[config.mk]
export PLATFORM = sky130hd
export DESIGN_NAME = tdm_serial_engine
export DESIGN_NICKNAME = d
export VERILOG_FILES = /design/src/rtl/tdm_pkg.sv /design/src/rtl/tdm_bit_timer.sv /design/src/rtl/tdm_frame_tracker.sv /design/src/rtl/tdm_tx_lane.sv /design/src/rtl/tdm_rx_lane.sv /design/src/rtl/tdm_serial_engine.sv
export SDC_FILE = /design/constraint.sdc
export NUM_CORES = 1
export LEC_CHECK = 0
export CAP_MARGIN = 20
export CORE_ASPECT_RATIO = 0.7
export CORE_MARGIN = 2
export CORE_UTILIZATION = 26
export DETAILED_ROUTE_END_ITERATION = 8
export HOLD_SLACK_MARGIN = 0.06
export PLACE_DENSITY = 0.58
export SYNTH_ARGS = -nofsm -noshare
export SYNTH_HDL_FRONTEND = slang
export SYNTH_HIERARCHICAL = 1
export SYNTH_SLANG_ARGS = --single-unit
[constraint.sdc]
create_clock -name clk -period 10.5 [get_ports clk]
set_clock_uncertainty 0.2 [all_clocks]
set_input_delay 2.1 -clock clk [delete_from_list [all_inputs] [get_ports clk]]
set_output_delay 2.1 -clock clk [all_outputs]
set_load 0.03 [all_outputs]
[src/rtl/tdm_pkg.sv]
package tdm_pkg;

    localparam int SLOT_BITS = 8;

    typedef enum logic [1:0] {
        ST_IDLE = 2'd0,
        ST_HUNT = 2'd1,
        ST_RUN  = 2'd2,
        ST_HALT = 2'd3
    } eng_state_e;

    typedef struct packed {
        logic missed;
        logic extra;
    } sync_err_t;

    // Bit of a slot byte that travels in bit period idx of that slot.
    function automatic logic slot_bit(input logic [SLOT_BITS-1:0] b,
                                      input logic [2:0] idx,
                                      input logic lsb);
        return lsb ? b[idx] : b[3'd7 - idx];
    endfunction

endpackage

[src/rtl/tdm_bit_timer.sv]
module tdm_bit_timer #(
    parameter int CW = 16
) (
    input  logic          clk,
    input  logic          rst,
    input  logic          armed,
    input  logic          bclk,
    output logic          rise,
    output logic [CW-1:0] ecnt
);
    logic bclk_q;

    assign rise = armed & bclk & ~bclk_q;

    always_ff @(posedge clk) begin
        if (rst) begin
            bclk_q <= 1'b0;
            ecnt   <= '0;
        end else begin
            bclk_q <= bclk;
            if (rise)
                ecnt <= '0;
            else if (ecnt != '1)
                ecnt <= ecnt + 1'b1;
        end
    end
endmodule

[src/rtl/tdm_frame_tracker.sv]
module tdm_frame_tracker
    import tdm_pkg::*;
#(
    parameter int MAX_SLOTS = 8,
    parameter int SW = $clog2(MAX_SLOTS)
) (
    input  logic          clk,
    input  logic          rst,
    input  logic          enable,
    input  logic          rise,
    input  logic          fs,
    input  logic [SW:0]   num_slots,
    input  logic          extra_en,
    output eng_state_e    state,
    output logic [SW-1:0] slot,
    output logic [2:0]    bit_idx,
    output logic          xtra,
    output logic [SW-1:0] nx_slot,
    output logic          nx_extra,
    output logic          bit_start,
    output sync_err_t     err
);
    logic [SW:0]   last_wide;
    logic [SW-1:0] last_slot;
    logic [2:0]    nx_bit;
    logic          wrap;

    assign last_wide = num_slots - 1'b1;
    assign last_slot = last_wide[SW-1:0];

    always_comb begin
        nx_slot  = slot;
        nx_bit   = bit_idx + 3'd1;
        nx_extra = 1'b0;
        if (xtra) begin
            nx_slot = '0;
            nx_bit  = 3'd0;
        end else if (bit_idx == 3'd7) begin
            if (slot == last_slot) begin
                if (extra_en) nx_extra = 1'b1;
                else          nx_slot  = '0;
            end else begin
                nx_slot = slot + 1'b1;
            end
        end
    end

    assign wrap = (nx_slot == '0) && (nx_bit == 3'd0) && !nx_extra;

    always_ff @(posedge clk) begin
        if (rst) begin
            state     <= ST_IDLE;
            slot      <= '0;
            bit_idx   <= 3'd0;
            xtra      <= 1'b0;
            bit_start <= 1'b0;
            err       <= '0;
        end else begin
            bit_start <= 1'b0;
            unique case (state)
                ST_IDLE: if (enable) begin
                    state   <= ST_HUNT;
                    err     <= '0;
                    slot    <= '0;
                    bit_idx <= 3'd0;
                    xtra    <= 1'b0;
                end
                ST_HUNT: if (!enable) begin
                    state <= ST_IDLE;
                end else if (rise && fs) begin
                    state     <= ST_RUN;
                    bit_start <= 1'b1;
                end
                ST_RUN: if (!enable) begin
                    state <= ST_IDLE;
                end else if (rise) begin
                    slot    <= nx_slot;
                    bit_idx <= nx_bit;
                    xtra    <= nx_extra;
                    if (wrap != fs) begin
                        state      <= ST_HALT;
                        err.missed <= wrap;
                        err.extra  <= !wrap;
                    end else begin
                        bit_start <= 1'b1;
                    end
                end
                ST_HALT: if (!enable) state <= ST_IDLE;
                default: state <= ST_IDLE;
            endcase
        end
    end
endmodule

[src/rtl/tdm_tx_lane.sv]
module tdm_tx_lane
    import tdm_pkg::*;
#(
    parameter int MAX_SLOTS = 8,
    parameter int SW = $clog2(MAX_SLOTS),
    parameter int CW = 16
) (
    input  logic                 clk,
    input  logic                 rst,
    input  logic                 running,
    input  logic                 bit_start,
    input  logic [SW-1:0]        slot,
    input  logic [2:0]           bit_idx,
    input  logic                 xtra,
    input  logic [SW-1:0]        nx_slot,
    input  logic                 nx_extra,
    input  logic [MAX_SLOTS-1:0] tx_mask,
    input  logic [SLOT_BITS-1:0] tx_data,
    input  logic                 lsb_first,
    input  logic [CW-1:0]        ecnt,
    input  logic [CW-1:0]        drv_stop,
    output logic                 sd_out,
    output logic                 sd_oe,
    output logic                 tx_take
);
    logic [SLOT_BITS-1:0] tx_sh;
    logic                 oe_r;
    logic                 cur_drv, nxt_drv, stop_hit;

    assign cur_drv  = tx_mask[slot] & ~xtra;
    assign nxt_drv  = tx_mask[nx_slot] & ~nx_extra;
    assign stop_hit = (bit_idx == 3'd7) & ~xtra & ~nxt_drv & (ecnt == drv_stop);

    always_ff @(posedge clk) begin
        if (rst) begin
            tx_sh   <= '0;
            sd_out  <= 1'b0;
            oe_r    <= 1'b0;
            tx_take <= 1'b0;
        end else begin
            tx_take <= 1'b0;
            if (!running) begin
                oe_r <= 1'b0;
            end else if (bit_start) begin
                oe_r <= cur_drv & ~stop_hit;
                if (cur_drv) begin
                    if (bit_idx == 3'd0) begin
                        tx_sh   <= tx_data;
                        sd_out  <= slot_bit(tx_data, bit_idx, lsb_first);
                        tx_take <= 1'b1;
                    end else begin
                        sd_out <= slot_bit(tx_sh, bit_idx, lsb_first);
                    end
                end
            end else if (stop_hit) begin
                oe_r <= 1'b0;
            end
        end
    end

    assign sd_oe = oe_r & running;
endmodule

[src/rtl/tdm_rx_lane.sv]
module tdm_rx_lane
    import tdm_pkg::*;
#(
    parameter int SW = 3,
    parameter int CW = 16
) (
    input  logic                 clk,
    input  logic                 rst,
    input  logic                 running,
    input  logic [SW-1:0]        slot,
    input  logic [2:0]           bit_idx,
    input  logic                 xtra,
    input  logic [CW-1:0]        ecnt,
    input  logic [CW-1:0]        samp_pt,
    input  logic                 sd_in,
    input  logic                 lsb_first,
    output logic                 rx_valid,
    output logic [SLOT_BITS-1:0] rx_data,
    output logic [SW-1:0]        rx_slot
);
    logic [SLOT_BITS-1:0] rx_sh, assembled;
    logic                 hit;

    assign hit       = running & ~xtra & (ecnt == samp_pt);
    assign assembled = lsb_first ? {sd_in, rx_sh[SLOT_BITS-1:1]}
                                 : {rx_sh[SLOT_BITS-2:0], sd_in};

    always_ff @(posedge clk) begin
        if (rst) begin
            rx_sh    <= '0;
            rx_valid <= 1'b0;
            rx_data  <= '0;
            rx_slot  <= '0;
        end else begin
            rx_valid <= 1'b0;
            if (hit) begin
                rx_sh <= assembled;
                if (bit_idx == 3'd7) begin
                    rx_valid <= 1'b1;
                    rx_data  <= assembled;
                    rx_slot  <= slot;
                end
            end
        end
    end
endmodule

[src/rtl/tdm_serial_engine.sv]
module tdm_serial_engine
    import tdm_pkg::*;
#(
    parameter int MAX_SLOTS = 8,
    parameter int CW = 16,
    localparam int SW = $clog2(MAX_SLOTS)
) (
    input  logic                 clk,
    input  logic                 rst,
    input  logic                 enable,
    input  logic                 lsb_first,
    input  logic                 sync_sel,
    input  logic [SW:0]          num_slots,
    input  logic                 extra_bit,
    input  logic [CW-1:0]        samp_pt,
    input  logic [CW-1:0]        drv_stop,
    input  logic [MAX_SLOTS-1:0] tx_mask,
    input  logic                 bclk,
    input  logic                 fsync0,
    input  logic                 fsync1,
    input  logic                 sd_in,
    input  logic [7:0]           tx_data,
    output logic                 sd_out,
    output logic                 sd_oe,
    output logic                 link_active,
    output logic                 tx_take,
    output logic                 rx_valid,
    output logic [7:0]           rx_data,
    output logic [SW-1:0]        rx_slot,
    output logic                 halted,
    output logic                 err_missed,
    output logic                 err_extra,
    output logic [SW-1:0]        cur_slot,
    output logic [2:0]           cur_bit,
    output logic                 cur_extra
);
    eng_state_e    state;
    sync_err_t     err;
    logic          rise, fs, running, bit_start;
    logic [CW-1:0] ecnt;
    logic [SW-1:0] nx_slot;
    logic          nx_extra;

    assign fs          = sync_sel ? fsync1 : fsync0;
    assign running     = (state == ST_RUN);
    assign link_active = (state == ST_RUN) || (state == ST_HUNT);
    assign halted      = (state == ST_HALT);
    assign err_missed  = err.missed;
    assign err_extra   = err.extra;

    tdm_bit_timer #(.CW(CW)) u_timer (
        .clk(clk), .rst(rst), .armed(link_active), .bclk(bclk),
        .rise(rise), .ecnt(ecnt)
    );

    tdm_frame_tracker #(.MAX_SLOTS(MAX_SLOTS), .SW(SW)) u_frame (
        .clk(clk), .rst(rst), .enable(enable), .rise(rise), .fs(fs),
        .num_slots(num_slots), .extra_en(extra_bit), .state(state),
        .slot(cur_slot), .bit_idx(cur_bit), .xtra(cur_extra),
        .nx_slot(nx_slot), .nx_extra(nx_extra), .bit_start(bit_start),
        .err(err)
    );

    tdm_tx_lane #(.MAX_SLOTS(MAX_SLOTS), .SW(SW), .CW(CW)) u_tx (
        .clk(clk), .rst(rst), .running(running), .bit_start(bit_start),
        .slot(cur_slot), .bit_idx(cur_bit), .xtra(cur_extra),
        .nx_slot(nx_slot), .nx_extra(nx_extra), .tx_mask(tx_mask),
        .tx_data(tx_data), .lsb_first(lsb_first), .ecnt(ecnt),
        .drv_stop(drv_stop), .sd_out(sd_out), .sd_oe(sd_oe), .tx_take(tx_take)
    );

    tdm_rx_lane #(.SW(SW), .CW(CW)) u_rx (
        .clk(clk), .rst(rst), .running(running), .slot(cur_slot),
        .bit_idx(cur_bit), .xtra(cur_extra), .ecnt(ecnt), .samp_pt(samp_pt),
        .sd_in(sd_in), .lsb_first(lsb_first), .rx_valid(rx_valid),
        .rx_data(rx_data), .rx_slot(rx_slot)
    );
endmodule

# Yosys cells after proc, flatten, opt, wreduce, memory -nomap -nowiden
# Index checks and enable logic that the tools add are counted.
dict set report word_totals {
  out_inout_bits 26
  word_cells 145
  inputBits 62
  register_bits 60
}
dict set report classes {
  mux 60
  eq_ne 17
  n_lt_le_gt_ge 4
  bitwise_logic 20
  reduce_logical 22
  n_addsub 5
}
# operator count
set ops {}
lappend ops {{$eq A16 B16 Y1} 2}
lappend ops {{$mux W3} 10}
lappend ops {{$mux W1} 26}
lappend ops {{$mux W2} 11}
lappend ops {{$bmux W1 S3} 6}
lappend ops {{$add A16 B1 Y16 const B} 1}
lappend ops {{$lt A3 B4 Y1 const B} 4}
lappend ops {{$ne A16 B16 Y1 const B} 1}
lappend ops {{$pmux W3 S2} 2}
lappend ops {{$and A1 B1 Y1} 11}
lappend ops {{$ne A2 B2 Y1 const B} 5}
lappend ops {{$reduce_and A5 Y1} 2}
lappend ops {{$logic_not A3 Y1} 3}
lappend ops {{$not A1 Y1} 9}
lappend ops {{$mux W8} 1}
lappend ops {{$pmux W2 S4} 1}
lappend ops {{$reduce_and A4 Y1} 2}
lappend ops {{$add A3 B1 Y3 const B} 2}
lappend ops {{$ne A3 B3 Y1 const B} 2}
lappend ops {{$reduce_or A2 Y1} 3}
lappend ops {{$eq A2 B2 Y1 const B} 2}
lappend ops {{$pmux W1 S2} 2}
lappend ops {{$pmux W2 S2} 1}
lappend ops {{$reduce_bool A2 Y1} 2}
lappend ops {{other kinds (14)} 17}

# Depth between registers and ports, before layout
# Gate-level depths: netlist of the first run.
dict set report logic_depth {
  depth_word 14
  mapped_depth 10
  depth_no_buf 10
}

# Hierarchy
# Netlist of the first run, hierarchy kept.
# mod area_each_um2 n_inst cells_each
set by_module_without_submodules {}
lappend by_module_without_submodules {tdm_rx_lane 1138.6 1 118}
lappend by_module_without_submodules {tdm_frame_tracker 1088.5 1 138}
lappend by_module_without_submodules {tdm_bit_timer 883.3 1 100}
lappend by_module_without_submodules {tdm_tx_lane 868.3 1 80}
lappend by_module_without_submodules {tdm_serial_engine 47.5 1 5}

# Worst setup path after synthesis of the first run
# Ideal clock, no wire load.
dict set report synth_path {
  path_kind {in2reg}
  start {input num_slots[0]}
  end {register u_tx.oe_r}
  cell_stages 10
  arrival_ns 4.448
  setup_ns 0.117
  setup_slack_ns 5.735
  required_time_ns 10.183
  cell_sequence {inv_1 ha_1 xnor3_1 a311oi_1 a211oi_1 nor2_1 mux4_2 mux2i_1 o2111ai_1 and4b_1}
}
dict set report synth_via {
  elab_chain_cells 14
}
# item line_no
set synth_lines {}
lappend synth_lines {{from (decl)} tdm_serial_engine.sv:13} ;# input logic [SW:0] num_slots,
lappend synth_lines {{$sub A3 B1 Y3 *} tdm_frame_tracker.sv:28} ;# assign last_wide = num_slots - 1'b1;
lappend synth_lines {{$eq A3 B3 Y1 *} tdm_frame_tracker.sv:39} ;# if (slot == last_slot) begin
lappend synth_lines {{$mux W3 *} tdm_frame_tracker.sv:39}
lappend synth_lines {{$mux W3 *} tdm_frame_tracker.sv:38} ;# end else if (bit_idx == 3'd7) begin
lappend synth_lines {{$mux W3 *} tdm_frame_tracker.sv:35} ;# if (xtra) begin
lappend synth_lines {{named net nx_slot[0]} tdm_serial_engine.sv:41} ;# logic [SW-1:0] nx_slot;
lappend synth_lines {{$bmux W1 S3 *} tdm_tx_lane.sv:31} ;# assign nxt_drv = tx_mask[nx_slot] & ~nx_extra;
lappend synth_lines {{$mux W1 (implied by the code) *} tdm_tx_lane.sv:31}
lappend synth_lines {{$and A1 B1 Y1 *} tdm_tx_lane.sv:31}
lappend synth_lines {{$not A1 Y1 *} tdm_tx_lane.sv:32} ;# assign stop_hit = (bit_idx == 3'd7) & ~xtra & ~nxt_drv & (ecnt == drv_stop);
lappend synth_lines {{$and A1 B1 Y1 * (2 in series)} tdm_tx_lane.sv:32}
lappend synth_lines {{$not A1 Y1} tdm_tx_lane.sv:45} ;# oe_r <= cur_drv & ~stop_hit;
lappend synth_lines {{$and A1 B1 Y1} tdm_tx_lane.sv:45}
lappend synth_lines {{$mux W1} tdm_tx_lane.sv:44} ;# end else if (bit_start) begin
lappend synth_lines {{to (signal assigned)} tdm_tx_lane.sv:45}
lappend synth_lines {{to (decl)} tdm_tx_lane.sv:27} ;# logic oe_r;
# The timed path passes the listed nets; every way through them passes the cells marked *. The select of a mux whose other input is x is not followed.
# A chain may end at the register's enable or synchronous reset.

# Worst setup path in the final report of the first run
# Ends and elaborated chain as after synthesis.

==> impl_metrics.csv, run 1 <==
group,metric,value,unit
setup_path,crit_path_max_fanout,4,
die,ioPinCount,88,
route,vias,3662,
clock_network,cts_tree,"yes",
clock_network,htreeDepth,3,
timing,worstMarginPinSlew,0.9095,ns
route,wl_per_cell,15.40,um
timing,whs,0.2640,ns
clock_network,cts-hold-fix-buffers,0,
setup_path,critPathRequiredTime,10.52,ns
setup_path,r2r_setup_slack,6.88,ns
power,ir_drop,69.85,uV
timing,hold_viol_final,0,
clock_network,clock_path_buffers,2,
setup_path,crit_chain,"clkdlybuf4s50_1, inv_1, ha_1, xnor3_1, a311oi_1, a211oi_1, nor2_1, mux4_2, mux2i_1, o2111ai_1, and4b_1",
finish,layout.nets,596,
finish,layout_common_cells,"clkdlybuf4s50_1 (86), dfxtp_1 (60), mux2i_1 (39)",
clock_network,root_buffer,"clkbuf_16",
synthesis,yosysSeqAreaShare,29.83,%
placed_design,place_ws,4.683,ns
power,p_per_area,114.4,mW/mm^2
setup_path,path_class,"input port to flop",
timing,slew_violations,0,
placed_design,port_buffers,86,
timing,fin_crit,5.453,ns
synthesis,synth_fp_nets,514,
timing,setup_viol,0,
die,dieHeight,108.1,um
synthesis,synth_area,0.004026,mm^2
clock_network,cts_resized,0,
job,maxCapViolCount,0,
synthesis,ys_ff_latch,60,
run_status,status,"finished, final reports clean",
timing,fmax,0.1834,GHz
power,pwr-share-clk,48.0,%
clock_network,clock_latency,0.32,ns
clock_network,cts_buffers,9,
timing,rsz0062_at_grt,"no",
route,viasPerCell,5.030,
setup_path,crit_buf_inv,2,
route,drc,0,
clock_network,clkTransAtPathRegs,0.05,ns
placed_design,post-dp-hpwl,8595,um
die,core_area,0.01531,mm^2
global_route,grt_pass1_wl,18240,um
power,combPwrFrac,13.5,%
die,die_w,152.7,um
synthesis,synthFlopType,"dfxtp_1",
die,dieArea,0.01651,mm^2
synthesis,yosys_warnings,6,
route,drt_iter0_drc,297,
route,first_pass_iters,5,
setup_path,max_stage_delay,0.57,ns
timing,period_share,51.93,%
setup_path,reg2reg_depth,10,
global_route,grt_pass1_vias,3501,
synthesis,synth_area_leader_cell,"dfxtp_1",
power,leakagePower,0.002088,uW
setup_path,end_kind,"flop",
synthesis,yosysUniqueCellTypes,77,
finish,fillCellCount,1577,
synthesis,synthArstFlopShare,0,%
finish,drive_gt1_share,9.848,%
power,p_switching,141.7,uW
route,routed_wl,11210,um
synthesis,postSynthAreaPerCell,9.130,um^2
global_route,grt_overflow,0,
clock_network,post_cts_buffers,0,
setup_path,slowest_stage,"clkdlybuf4s50_1",
setup_path,worstSetupStartpointType,"input port",
finish,syn2layout_area_growth,33.10,%
die,std_cell_rows,38,
global_route,grt_util_all_layers,13.78,%
power,swShare,23.12,%
power,power.total,612.8,uW
synthesis,synth_top_cell_area_share,29.83,%
power,seqPwrFrac,38.4,%
route,ant_nets,0,
timing,fin_ws,5.047,ns
global_route,antenna_found_initial,0,
worst_hold_path,hp-start,"u_tx/sd_out",
setup_path,reg2reg_to,"u_tx/oe_r",
synthesis,synth_edf_count,0,
global_route,grt_max_degree,52,
setup_path,cp_top_family,"multiplexers",
timing,slew_headroom,39.37,%
clock_network,cts_sinks,60,
placed_design,dp_cells,712,
setup_path,r2r_start,"u_frame/bit_idx[0]",
placed_design,place_congestion,0.8433,
setup_path,cp.arrival,5.47,ns
power,internal_power,471.1,uW
die,start_util,26.30,%
synthesis,synth_cells,441,
finish,fin_cells,728,
worst_hold_path,whs_path_depth,2,
timing,setup_tns,0,ns
finish,n_antenna_cell,0,
synthesis,ys_top_cells_by_area,"dfxtp_1 (30%), mux2i_1 (9.7%), xor2_1 (4.4%)",
finish,layout.cells.most_common,"clkdlybuf4s50_1",
worst_hold_path,hold_path.class,"flop to flop",
worst_hold_path,holdPathEnd,"u_tx/sd_out",
-- kinds of logic (layout without fill, tap and decap cells) --
logic type                 after synthesis  count (layout)  share of synthesized area (%)
and+or+nand+nor                        183             183                          27.84
AOI/OAI and AO/OA                       64              64                          10.91
DFF                                     60              60                          29.83
muxes                                   51              51                          15.75
xor gates and xnor gates                37              37                          8.390
buffers and inverters                   35             122                          3.853
adders and majority gates               11              11                          3.418
-- registers in the layout, summed over array words and instances (netlist names), 2 cells and up --
signal	flops
u_rx/rx_slot	3
u_frame/slot	3
u_frame/state	2
u_frame/bit_idx	3
u_timer/ecnt	16
u_tx/tx_sh	8
u_frame/err	2
u_rx/rx_sh	8
u_rx/rx_data	8
-- Yosys cell counts (2+ instances only) --
library cell  number
nor3b_1            3
mux2_4             3
nand3_1           10
or2_2              8
o31ai_1            2
nand4_2            2
mux2i_1           39
nand4b_1           2
ha_1              11
a21oi_1           20
dfxtp_1           60
nand2_1           26
xnor2_1           16
o221a_2            2
nand4_1           17
mux4_1             2
a31oi_1            3
clkbuf_1          10
nand2b_1          18
a211oi_1           3
mux4_2             6
nor2b_1            8
buf_4              2
nor2_1            36
and4_1             3
xor2_1            20
o21ai_1            3
nor3_1             9
or4_1              3
and3_1             4
inv_1             19
a311oi_1           3
nor4_4             3
and2_1             3
nor4_1             4
or3_1              6
o21ai_0           11
or3_2              2
-- worst reg2reg max path: stages, from the launching register on --
cell,delay [ns]
dfxtp_1,0.62
ha_1,0.23
ha_1,0.35
inv_1,0.07
a311oi_1,0.47
a211oi_1,0.08
nor2_1,0.32
mux4_2,0.55
mux2i_1,0.29
o2111ai_1,0.13
and4b_1,0.20
-- layer usage --
metal / wire, um / GRT usage, % / vias to the layer above
met1: 5601 / 18.98 / 1772
met2: 4962 / 21.59 / 91
li1: - / - / 1787
met4: 105 / 3.439 / 0
met3: 539 / 3.567 / 12
met5: 0 / 0 / -
-- power groups by stage --
stage | Clock (uW) | Sequential, uW | Combinational (uW)
finish | 294 | 235 | 83.0
global route | 315 | 236 | 90.5
CTS | 302 | 235 | 83.2
detailed placement | 0 | 240 | 82.7
global placement | 0 | 240 | 81.0
floorplan | 0 | 238 | 45.6
-- metrics by stage --
stage               cell area, um^2  util [%]
finish                         5359     35.00
global route                   5359     35.00
floorplan                      4026         -
detailed placement             5061     33.06
CTS                            5359     35.00
global placement               5061     33.06
-- worst max path at each step --
stage,start,endpoint,slack (ns),depth (start not counted)
after floorplan,num_slots[0],u_tx/oe_r,5.73,10
after global placement,num_slots[0],u_tx/oe_r,4.77,11
after detailed placement,num_slots[0],u_tx/oe_r,4.68,11
after CTS,num_slots[0],u_tx/oe_r,5.04,11
after global routing,num_slots[0],u_tx/oe_r,4.81,11
final,num_slots[0],u_tx/oe_r,5.05,11
-- cell type report --
cell class              count  area [um^2]  area share (%)
multi-input cells         346         2670           49.82
flip-flops and latches     60         1201           22.41
repair buffers             87        868.3           16.20
clock buffers              15        267.8           4.997
well taps                 200        250.2           4.670
inverters                  19        71.32           1.331
clock inverters             1        30.03          0.5604
Power figures use the tool's default switching activity.
==> run 2: changes to the inputs <==
==> constraint.sdc (replaced) <==
create_clock -name clk -period 5.2 [get_ports clk]
set_clock_uncertainty 0.2 [all_clocks]
set_input_delay 1.04 -clock clk [delete_from_list [all_inputs] [get_ports clk]]
set_output_delay 1.04 -clock clk [all_outputs]
set_load 0.03 [all_outputs]
==> run 2 against run 1 <==
Count of clock-buffer cells in the layout is 5 lower. Clock power is 120% higher. Global-route usage hardly changed. Sequential power is 100% higher. Critical path type unchanged. Largest cell class unchanged.
==> impl_metrics.csv, run 2 (synthesized netlist as in run 1, its figures left out) <==
group,metric,value,unit
route,vias,3572,
die,dieHeight,108.1,um
route,viasPerCell,4.907,
die,std_cell_rows,38,
route,drt_iter0_drc,308,
die,start_util,26.30,%
finish,fillCellCount,1587,
clock_network,cts-hold-fix-buffers,0,
power,leakagePower,0.002092,uW
clock_network,root_buffer,"clkbuf_16",
timing,fmax,0.2309,GHz
worst_hold_path,holdPathEnd,"u_tx/sd_out",
global_route,grt_pass1_vias,3487,
finish,regMostFlops,"u_timer/ecnt",
clock_network,clock_path_buffers,2,
die,die_w,152.7,um
clock_network,post_cts_buffers,0,
global_route,grt_util_all_layers,13.76,%
finish,layout.cells.most_common,"clkdlybuf4s50_1",
global_route,grt_overflow,0,
route,wl_per_cell,15.36,um
route,routed_wl,11180,um
worst_hold_path,whs_path_depth,2,
worst_hold_path,hold_path.class,"flop to flop",
finish,fin_cells,728,
job,maxCapViolCount,0,
timing,period_share,83.27,%
setup_path,critPathRequiredTime,5.21,ns
global_route,antenna_found_initial,0,
timing,worstMarginPinSlew,0.9785,ns
timing,slew_headroom,34.76,%
placed_design,place_congestion,0.8309,
setup_path,reg2reg_depth,10,
clock_network,cts_tree,"yes",
die,ioPinCount,88,
setup_path,end_kind,"flop",
clock_network,htreeDepth,3,
route,drc,0,
placed_design,post-dp-hpwl,8638,um
worst_hold_path,hp-start,"u_tx/sd_out",
clock_network,clock_latency,0.32,ns
setup_path,reg2reg_to,"u_tx/oe_r",
power,ir_drop,178.9,uV
die,dieArea,0.01651,mm^2
timing,hold_viol_final,0,
finish,syn2layout_area_growth,33.59,%
finish,n_antenna_cell,0,
placed_design,port_buffers,86,
run_status,status,"finished, final reports clean",
clock_network,cts_resized,0,
clock_network,cts_sinks,60,
placed_design,placed_area,0.005061,mm^2
timing,setup_tns,0,ns
global_route,grt_max_degree,42,
finish,multi_input_area,0.002670,mm^2
finish,layout.nets,596,
setup_path,cp.arrival,4.34,ns
power,power.total,1280,uW
power,p_per_area,238.0,mW/mm^2
finish,drive_gt1_share,10.42,%
global_route,grt_pass1_wl,18130,um
die,core_area,0.01531,mm^2
setup_path,worstSetupStartpointType,"input port",
finish,final_area,0.005379,mm^2
timing,slew_violations,0,
finish,largest_reg_flops,16,
clock_network,clkTransAtPathRegs,0.05,ns
setup_path,r2r_setup_slack,1.63,ns
setup_path,r2r_start,"u_frame/bit_idx[0]",
timing,whs,0.2728,ns
timing,rsz0062_at_grt,"no",
route,first_pass_iters,4,
finish,layout_common_cells,"clkdlybuf4s50_1 (86), dfxtp_1 (60), mux2i_1 (39)",
timing,fin_crit,4.330,ns
placed_design,dp_cells,712,
finish,regArea,0.001201,mm^2
route,ant_nets,0,
setup_path,path_class,"input port to flop",
setup_path,crit_path_max_fanout,4,
clock_network,cts_buffers,9,
timing,setup_viol,0,
-- run 2: changes by cell type in the layout (fill, tap and decap cells not counted) --
cell,before,now
clkinv_4,0,1
clkbuf_1,4,1
clkinv_2,0,1
bufinv_16,1,2
clkinvlp_4,0,2
clkbuf_8,2,0
-- run 2: cell type report --
| type | instances | area share (%) |
|---|---|---|
| repair buffers | 87 | 16.14 |
| multi-input cells | 346 | 49.64 |
| clock buffers | 10 | 4.257 |
| well taps | 200 | 4.652 |
| clock inverters | 6 | 1.652 |
| inverters | 19 | 1.326 |
| flip-flops and latches | 60 | 22.33 |
-- run 2: routing by layer --
| layer | track usage [%] | vias to the layer above | share of wire [%] |
|---|---|---|---|
| li1 | - | 1784 | - |
| met1 | 19.09 | 1690 | 51 |
| met2 | 21.49 | 96 | 44 |
| met3 | 3.848 | 2 | 5.3 |
| met4 | 2.778 | 0 | 0.23 |
| met5 | 0 | - | 0 |
-- run 2: power breakdown --
| part | internal, uW | total (uW) | switching [uW] |
|---|---|---|---|
| logic | 88.4 | 167 | 78.8 |
| clock network | 419 | 638 | 219 |
| registers | 465 | 475 | 10.1 |
| total | 972 | 1280 | 308 |
-- run 2: critical path, stage by stage --
cell,delay [ns]
clkdlybuf4s50_1,0.56
inv_1,0.07
ha_1,0.23
xnor3_1,0.41
a311oi_1,0.50
a211oi_1,0.08
nor2_1,0.28
mux4_2,0.54
mux2i_1,0.27
o2111ai_1,0.13
and4b_1,0.21
-- run 2: worst max-delay path by stage --
stage | endpoint | slack, ns | startpoint
6_report | u_tx/oe_r | 0.87 | num_slots[0]
5_1_grt | u_tx/oe_r | 0.62 | num_slots[0]
4_1_cts | u_tx/oe_r | 0.86 | num_slots[0]
3_5_place_dp | u_tx/oe_r | 0.53 | num_slots[0]
3_3_place_gp | u_tx/oe_r | 0.61 | num_slots[0]
2_1_floorplan | u_tx/oe_r | 1.49 | num_slots[0]
-- run 2: through the flow --
stage,util (%),worst slack [ns]
final,35.13,0.8698
after global routing,35.13,0.6198
after CTS,35.13,0.8586
after detailed placement,33.06,0.5255
after global placement,33.06,0.6088
after floorplan,-,1.495
